`config.mk`:
```
export PLATFORM = sky130hd
export DESIGN_NAME = spi_irq_ctrl
export DESIGN_NICKNAME = d
export VERILOG_FILES = /design/src/rtl/spi_irq_pkg.sv /design/src/rtl/spi_irq_en_remap.sv /design/src/rtl/spi_irq_flag_bank.sv /design/src/rtl/spi_irq_read_mux.sv /design/src/rtl/spi_irq_ctrl.sv
export SDC_FILE = /design/constraint.sdc
export NUM_CORES = 1
export LEC_CHECK = 0
export BUFFER_PORTS_ARGS = -buffer_cell sky130_fd_sc_hd__buf_2
export CAP_MARGIN = 30
export CORE_UTILIZATION = 20
export CTS_CLUSTER_SIZE = 25
export DETAILED_ROUTE_END_ITERATION = 6
export GPL_ROUTABILITY_DRIVEN = 0
export PLACE_DENSITY = 0.78
export RECOVER_POWER = 25
export SLEW_MARGIN = 20
export SYNTH_ARGS = -nofsm -noshare
export SYNTH_HDL_FRONTEND = slang
export SYNTH_SLANG_ARGS = --single-unit
```
`constraint.sdc`:
```
create_clock -name clk -period 0.9 [get_ports clk]
set_input_delay 0.18 -clock clk [delete_from_list [all_inputs] [get_ports clk]]
set_output_delay 0.18 -clock clk [all_outputs]
set_load 0.01 [all_outputs]
```
`src/rtl/spi_irq_pkg.sv`:
```
package spi_irq_pkg;

    localparam int NUM_EVT = 3;

    // Flag positions inside the raw and masked views
    localparam int FLAG_DONE  = 0;
    localparam int FLAG_RXRDY = 1;
    localparam int FLAG_OVF   = 2;

    // Register addresses
    localparam int ADDR_CLEAR  = 0;
    localparam int ADDR_RAW    = 1;
    localparam int ADDR_MASKED = 2;

    typedef logic [NUM_EVT-1:0] flag_vec_t;

    typedef struct packed {
        logic      hit;
        flag_vec_t bits;
    } clr_req_t;

    // Control-word bit that enables each flag (non-ordered permutation)
    function automatic int en_pos(input int flag);
        case (flag)
            FLAG_DONE:  en_pos = 5;
            FLAG_RXRDY: en_pos = 4;
            default:    en_pos = 6;
        endcase
    endfunction

endpackage

```
`src/rtl/spi_irq_en_remap.sv`:
```
module spi_irq_en_remap
    import spi_irq_pkg::*;
#(
    parameter int CTRL_W = 32
) (
    input  logic [CTRL_W-1:0] ctrl_i,
    output flag_vec_t         en_o
);
    logic unused_ctrl;
    assign unused_ctrl = ^ctrl_i;

    for (genvar g = 0; g < NUM_EVT; g++) begin : g_map
        assign en_o[g] = ctrl_i[en_pos(g)];
    end

endmodule

```
`src/rtl/spi_irq_flag_bank.sv`:
```
module spi_irq_flag_bank
    import spi_irq_pkg::*;
(
    input  logic      clk,
    input  logic      rst,
    input  flag_vec_t set_i,
    input  clr_req_t  clr_i,
    output flag_vec_t raw_o
);
    flag_vec_t clr_bits;
    assign clr_bits = clr_i.hit ? clr_i.bits : '0;

    for (genvar g = 0; g < NUM_EVT; g++) begin : g_flag
        logic flag_q;

        always_ff @(posedge clk) begin
            if (rst) begin
                flag_q <= 1'b0;
            end else if (set_i[g]) begin
                flag_q <= 1'b1;
            end else if (clr_bits[g]) begin
                flag_q <= 1'b0;
            end
        end

        assign raw_o[g] = flag_q;

        // Set pulse sets the flag even when a clear hits it too
        assert_set_wins_R7: assert property (@(posedge clk) disable iff (rst)
            set_i[g] |=> raw_o[g]);

        // Clear without set empties the flag
        assert_clear_R5: assert property (@(posedge clk) disable iff (rst)
            (clr_i.hit && clr_i.bits[g] && !set_i[g]) |=> !raw_o[g]);

        // Flag is sticky unless cleared
        assert_sticky_R9: assert property (@(posedge clk) disable iff (rst)
            (raw_o[g] && !(clr_i.hit && clr_i.bits[g])) |=> raw_o[g]);
    end

endmodule

```
`src/rtl/spi_irq_read_mux.sv`:
```
module spi_irq_read_mux
    import spi_irq_pkg::*;
#(
    parameter int ADDR_W = 2,
    parameter int DATA_W = 32
) (
    input  logic [ADDR_W-1:0] raddr_i,
    input  flag_vec_t         raw_i,
    input  flag_vec_t         masked_i,
    output logic [DATA_W-1:0] rdata_o
);
    always_comb begin
        rdata_o = '0;
        if (raddr_i == ADDR_W'(ADDR_RAW)) begin
            rdata_o = DATA_W'(raw_i);
        end else if (raddr_i == ADDR_W'(ADDR_MASKED)) begin
            rdata_o = DATA_W'(masked_i);
        end
    end

    // Views other than raw and masked read as zero
    always_comb begin
        if (raddr_i != ADDR_W'(ADDR_RAW) && raddr_i != ADDR_W'(ADDR_MASKED)) begin
            assert_zero_read_R10: assert (rdata_o == '0);
        end
    end

endmodule

```
`src/rtl/spi_irq_ctrl.sv`:
```
module spi_irq_ctrl
    import spi_irq_pkg::*;
#(
    parameter int CTRL_W = 32,
    parameter int ADDR_W = 2,
    parameter int DATA_W = 32
) (
    input  logic              clk,
    input  logic              rst,
    input  logic [2:0]        evt_set_i,
    input  logic [CTRL_W-1:0] ctrl_i,
    input  logic              reg_wr_i,
    input  logic [ADDR_W-1:0] reg_waddr_i,
    input  logic [DATA_W-1:0] reg_wdata_i,
    input  logic [ADDR_W-1:0] reg_raddr_i,
    output logic [DATA_W-1:0] reg_rdata_o,
    output logic              irq_o
);
    flag_vec_t raw;
    flag_vec_t en;
    flag_vec_t masked;
    clr_req_t  clr_req;

    logic unused_wdata;
    assign unused_wdata = ^reg_wdata_i;

    assign clr_req.hit  = reg_wr_i && (reg_waddr_i == ADDR_W'(ADDR_CLEAR));
    assign clr_req.bits = reg_wdata_i[NUM_EVT-1:0];

    spi_irq_en_remap #(.CTRL_W(CTRL_W)) u_remap (
        .ctrl_i (ctrl_i),
        .en_o   (en)
    );

    spi_irq_flag_bank u_flags (
        .clk   (clk),
        .rst   (rst),
        .set_i (evt_set_i),
        .clr_i (clr_req),
        .raw_o (raw)
    );

    assign masked = raw & en;
    assign irq_o  = |masked;

    spi_irq_read_mux #(.ADDR_W(ADDR_W), .DATA_W(DATA_W)) u_rmux (
        .raddr_i  (reg_raddr_i),
        .raw_i    (raw),
        .masked_i (masked),
        .rdata_o  (reg_rdata_o)
    );

    // Interrupt line against the control port with the permutation
    always_comb begin
        assert_irq_map_R4: assert (irq_o ==
            ((raw[FLAG_DONE] & ctrl_i[5]) | (raw[FLAG_RXRDY] & ctrl_i[4]) |
             (raw[FLAG_OVF] & ctrl_i[6])));
    end

    // Writes outside the clear address leave flags alone
    assert_ro_write_R6: assert property (@(posedge clk) disable iff (rst)
        (reg_wr_i && reg_waddr_i != ADDR_W'(ADDR_CLEAR) && evt_set_i == '0)
        |=> $stable(raw));

    // Reset empties every flag
    logic rst_seen_q;
    always_ff @(posedge clk) begin
        rst_seen_q <= rst;
        if (rst_seen_q === 1'b1) begin
            assert_reset_R8: assert (raw == '0 && !irq_o);
        end
    end

endmodule

```
==> Yosys cells after proc, flatten, opt, wreduce, memory -nomap -nowiden <==
Cells that the tools add are included.
{ "totals": {"regBits": 3, "input_bits": 74, "output_inout_bits": 33, "wordCells": 21} }
{ "op_classes": {"eq_ne": 2, "muxes": 9, "bitwise_logic": 1, "n_reduce_logical": 6} }
{ "ops": {"columns": ["operator", "count"], "rows": [
  ["$mux 32", 1],
  ["$mux 1", 6],
  ["$mux 3", 2],
  ["$reduce_bool 2->1", 3],
  ["$and 3x3->3", 1],
  ["$reduce_or 3->1", 1],
  ["$eq 2x1->1 const B", 1],
  ["$eq 2x2->1 const B", 1],
  ["$logic_not 2->1", 1],
  ["$logic_and 1x1->1", 1]
]} }

==> Longest topological paths before layout <==
{ "depth": {"word_depth": 5, "depth_mapped": 2} }

==> Hierarchy <==
From an unflattened synthesis, not the netlist that was laid out.
{ "hier_totals": {"hier_cells": 59, "hier_area_um2": 459.2} }
{ "by_module_without_submodules": {"columns": ["mod", "instances", "cells_each", "area_each_um2", "seq_area_each_um2"], "rows": [
  ["spi_irq_read_mux", 1, 35, 264.0, 0.0],
  ["spi_irq_flag_bank", 1, 15, 131.4, 60.1],
  ["spi_irq_ctrl", 1, 6, 41.3, 0.0],
  ["spi_irq_en_remap", 1, 3, 22.5, 0.0]
]} }

==> Worst setup path before layout <==
Ideal clock, no wire load.
{ "synth_timing": {"kind": "register -> output", "from": "register u_flags.g_flag[0].flag_q", "to": "output port irq_o", "arrival_time_ps": 693, "required_time_ps": 720, "setup_slack_ps": 27, "stages_incl_launch_ff": 3, "cell_sequence": "dfxtp_1 a222oi_1 inv_1"} }
{ "synth_between": {"elab_chain_len": 2} }
{ "synth_rtl": {"columns": ["element", "line_no", "rtl"], "rows": [
  ["start, declared", "spi_irq_flag_bank.sv:14", "logic flag_q;"],
  ["start signal, assigned", "spi_irq_flag_bank.sv:18", "flag_q <= 1'b0;"],
  ["start signal, assigned", "spi_irq_flag_bank.sv:20", "flag_q <= 1'b1;"],
  ["start signal, assigned", "spi_irq_flag_bank.sv:22", "flag_q <= 1'b0;"],
  ["$and 3x3->3", "spi_irq_ctrl.sv:43", "assign masked = raw & en;"],
  ["$reduce_or 3->1", "spi_irq_ctrl.sv:44", "assign irq_o = |masked;"],
  ["end, declared", "spi_irq_ctrl.sv:17", "output logic irq_o"]
]} }
Every way passes these cells.

==> Final worst setup path <==
Same ends and word-level chain as after synthesis.

==> metrics.cfg <==
[outcome]
status=complete, but fails checks
violations=negative setup slack

[clock_network]
cts_root_buffer=clkbuf_4
htree_levels=1
cts_hold_buf=0
cts_sinks=3
insertion_delay_ns=0.23
clkTransAtPathRegs_ns=0.04
cts_buffer_depth=2
cts_tree=built
cts_buffers=3

[detailed_routing]
via_per_inst=3.35
drt.antenna.violating_nets=0
route.detailed.drc=0
wl_per_cell_um=7.15
drtIter0Drc=5
drt_wl_total_um=729
firstDrtPassIters=4
num_vias=342

[synthesis]
syn_area_per_cell_um2=7.75
synth-seq-cells=3
ys_types=11
synth_flop_cell=dfxtp_1
syn_area_um2=403
synth_edf_count=0
yosys-top-cells-area=buf_4, dfxtp_1, a311oi_1
synth_top_area_frac=0.540
ys_warn_count=0
ys_seq_area_frac=0.149
synthCells=52
yosysMostFrequentCell=buf_4
synthArstFlopShare=0
synth_commonest_cells=buf_4, inv_1
yosys.area.top_type=buf_4

[finish]
finish.utilization=0.268
syn2layout_area_growth_pct=19.9
finalNetCount=152
diodes=0
postLayoutCellArea_um2=483
largest_register=u_flags.g_flag.flag_q
fillerInstances=216
largest_register_ffs=3
drive_gt1_frac=0.390
top_regs=u_flags.g_flag.flag_q (3)

[power]
switchingPower_uw=176
intPower_uw=379
power_frac_seq=0.275
p_comb_frac=0.306
netSwitchingFraction=0.317
pwr-share-clk=0.419
irDropWorstVdd_mv=0.439
power_density_nw_per_um2=1150
leakage_nw=0.280

[global_route]
grt_start_max_net_pins=5
grt_pass1_wl_um=1050
grt_overflow=0
antenna_found_initial=0
track_usage=0.0740
grt_pass1_vias=267

[setup_path]
r2r_cells=4
crit_buf_inv=2
r2r-start=u_flags.g_flag[2].flag_q$_SDFFE_PP0P_
max_stage_delay_ns=0.31
worst_ep_required_time_ns=0.72
critPathLaunch=u_flags.g_flag[0].flag_q$_SDFFE_PP0P_
crit_fanout=2
critPathLaunchType=flop
crit_family=flip-flops
worst_setup_path_end_kind=output pin
r2r_slack_ns=0.04
crit_path_top_delay_cell=dfxtp_2
cp.depth=3
r2r_end=u_flags.g_flag[2].flag_q$_SDFFE_PP0P_
arrival_ns=1.05
crit_type=reg -> out
worstSetupEndpoint=irq_o
cp_cell_sequence=a222oi_1, inv_1, buf_2

[hold_path]
hold_path_class=in -> reg

[floorplan]
die_h_um=46.9
fp-row-count=15
core_area_um2=1800
num_io_pins=107
die_x_um=46.9
initial_utilization=0.224
die_area_um2=2200

[placement]
io_buffers=19
dp_hpwl_um=628
dpl_cell_area_um2=432

[sta]
rsz0062_at_grt=true
slew_violations=0
setup_viol=4
hold_viol_final=0
setup_tns_ns=-1.05
period_share=1.37
fin_crit_ns=1.23
whs_ns=0.139
max_freq_ghz=0.810
finClkSkew_ns=0
layout_setup_ws_ns=-0.335

[run]
maxCapViolations=0

[power by group through the flow]
stage / Sequential [mW] / Clock [mW] / Combinational [mW]
floorplan: 0.151 / 0 / 0.184
global placement: 0.153 / 0 / 0.152
detailed placement: 0.153 / 0 / 0.155
CTS: 0.152 / 0.247 / 0.160
global route: 0.154 / 0.263 / 0.195
finish: 0.153 / 0.232 / 0.170
[cell type report]
type                    instances  area (µm²)  share of cell area
clock buffers                   4        26.3              0.0544
inverters                       4        15.0              0.0311
multi-input cells              44         226               0.469
flip-flops and latches          3        62.6               0.130
well taps                      25        31.3              0.0648
repair buffers                 22         121               0.251
[how the worst min path moves through the flow]
stage          slack (ns)  startpoint  depth (start not counted)                               endpoint
3_3_place_gp         0.37         rst                          2  u_flags.g_flag[1].flag_q$_SDFFE_PP0P_
6_report             0.14         rst                          2  u_flags.g_flag[0].flag_q$_SDFFE_PP0P_
2_1_floorplan        0.25         rst                          1  u_flags.g_flag[0].flag_q$_SDFFE_PP0P_
5_1_grt              0.14         rst                          2  u_flags.g_flag[0].flag_q$_SDFFE_PP0P_
4_1_cts              0.12         rst                          2  u_flags.g_flag[1].flag_q$_SDFFE_PP0P_
3_5_place_dp         0.38         rst                          2  u_flags.g_flag[1].flag_q$_SDFFE_PP0P_
[cell usage in the layout (no fill, tap or decap), types with 2 or more instances in the layout]
cell	Yosys	routed
conb_1	1	29
buf_2	0	19
inv_1	4	4
nand3b_1	3	3
a21boi_2	0	3
nor2_1	3	3
a311oi_1	3	3
clkbuf_4	0	3
buf_4	29	2
dfxtp_2	0	2
[cell families (layout without fill, tap and decap cells)]
family,count (synthesis),count (layout),share of synthesized area
simple gates,8,8,0.118
other cells,1,29,0.00931
buf+inv,33,30,0.578
compound gates,7,7,0.146
flops,3,3,0.149
[per-stage QoR]
step | instances | power (mW) | setup slack (ns)
final | 102 | 0.555 | -0.335
after global routing | 102 | 0.612 | -0.407
after CTS | 101 | 0.559 | -0.345
after detailed placement | 97 | 0.308 | -0.102
after global placement | 97 | 0.305 | -0.0925
after floorplan | 80 | 0.335 | 0.0267
[what timing repair did]
item                       in CTS  in global routing
pin swaps                       0                  1
buffers inserted                0                  1
setup endpoints to repair       4                  4
gates resized for setup         7                  3
[routing by layer]
layer / global-route usage / wire (µm) / up-vias
li1: - / - / 164
met1: 0.0849 / 281 / 143
met2: 0.100 / 330 / 35
met3: 0.0462 / 117 / 0
met4: 0.0514 / 0 / 0
met5: 0 / 0 / -
[worst reg2reg max path, cell delays in order (launching register included)]
cell	delay (ns)
dfxtp_2	0.32
buf_4	0.10
buf_6	0.08
nor2_1	0.03
a311oi_1	0.21
(Power assumes the default switching activity.)
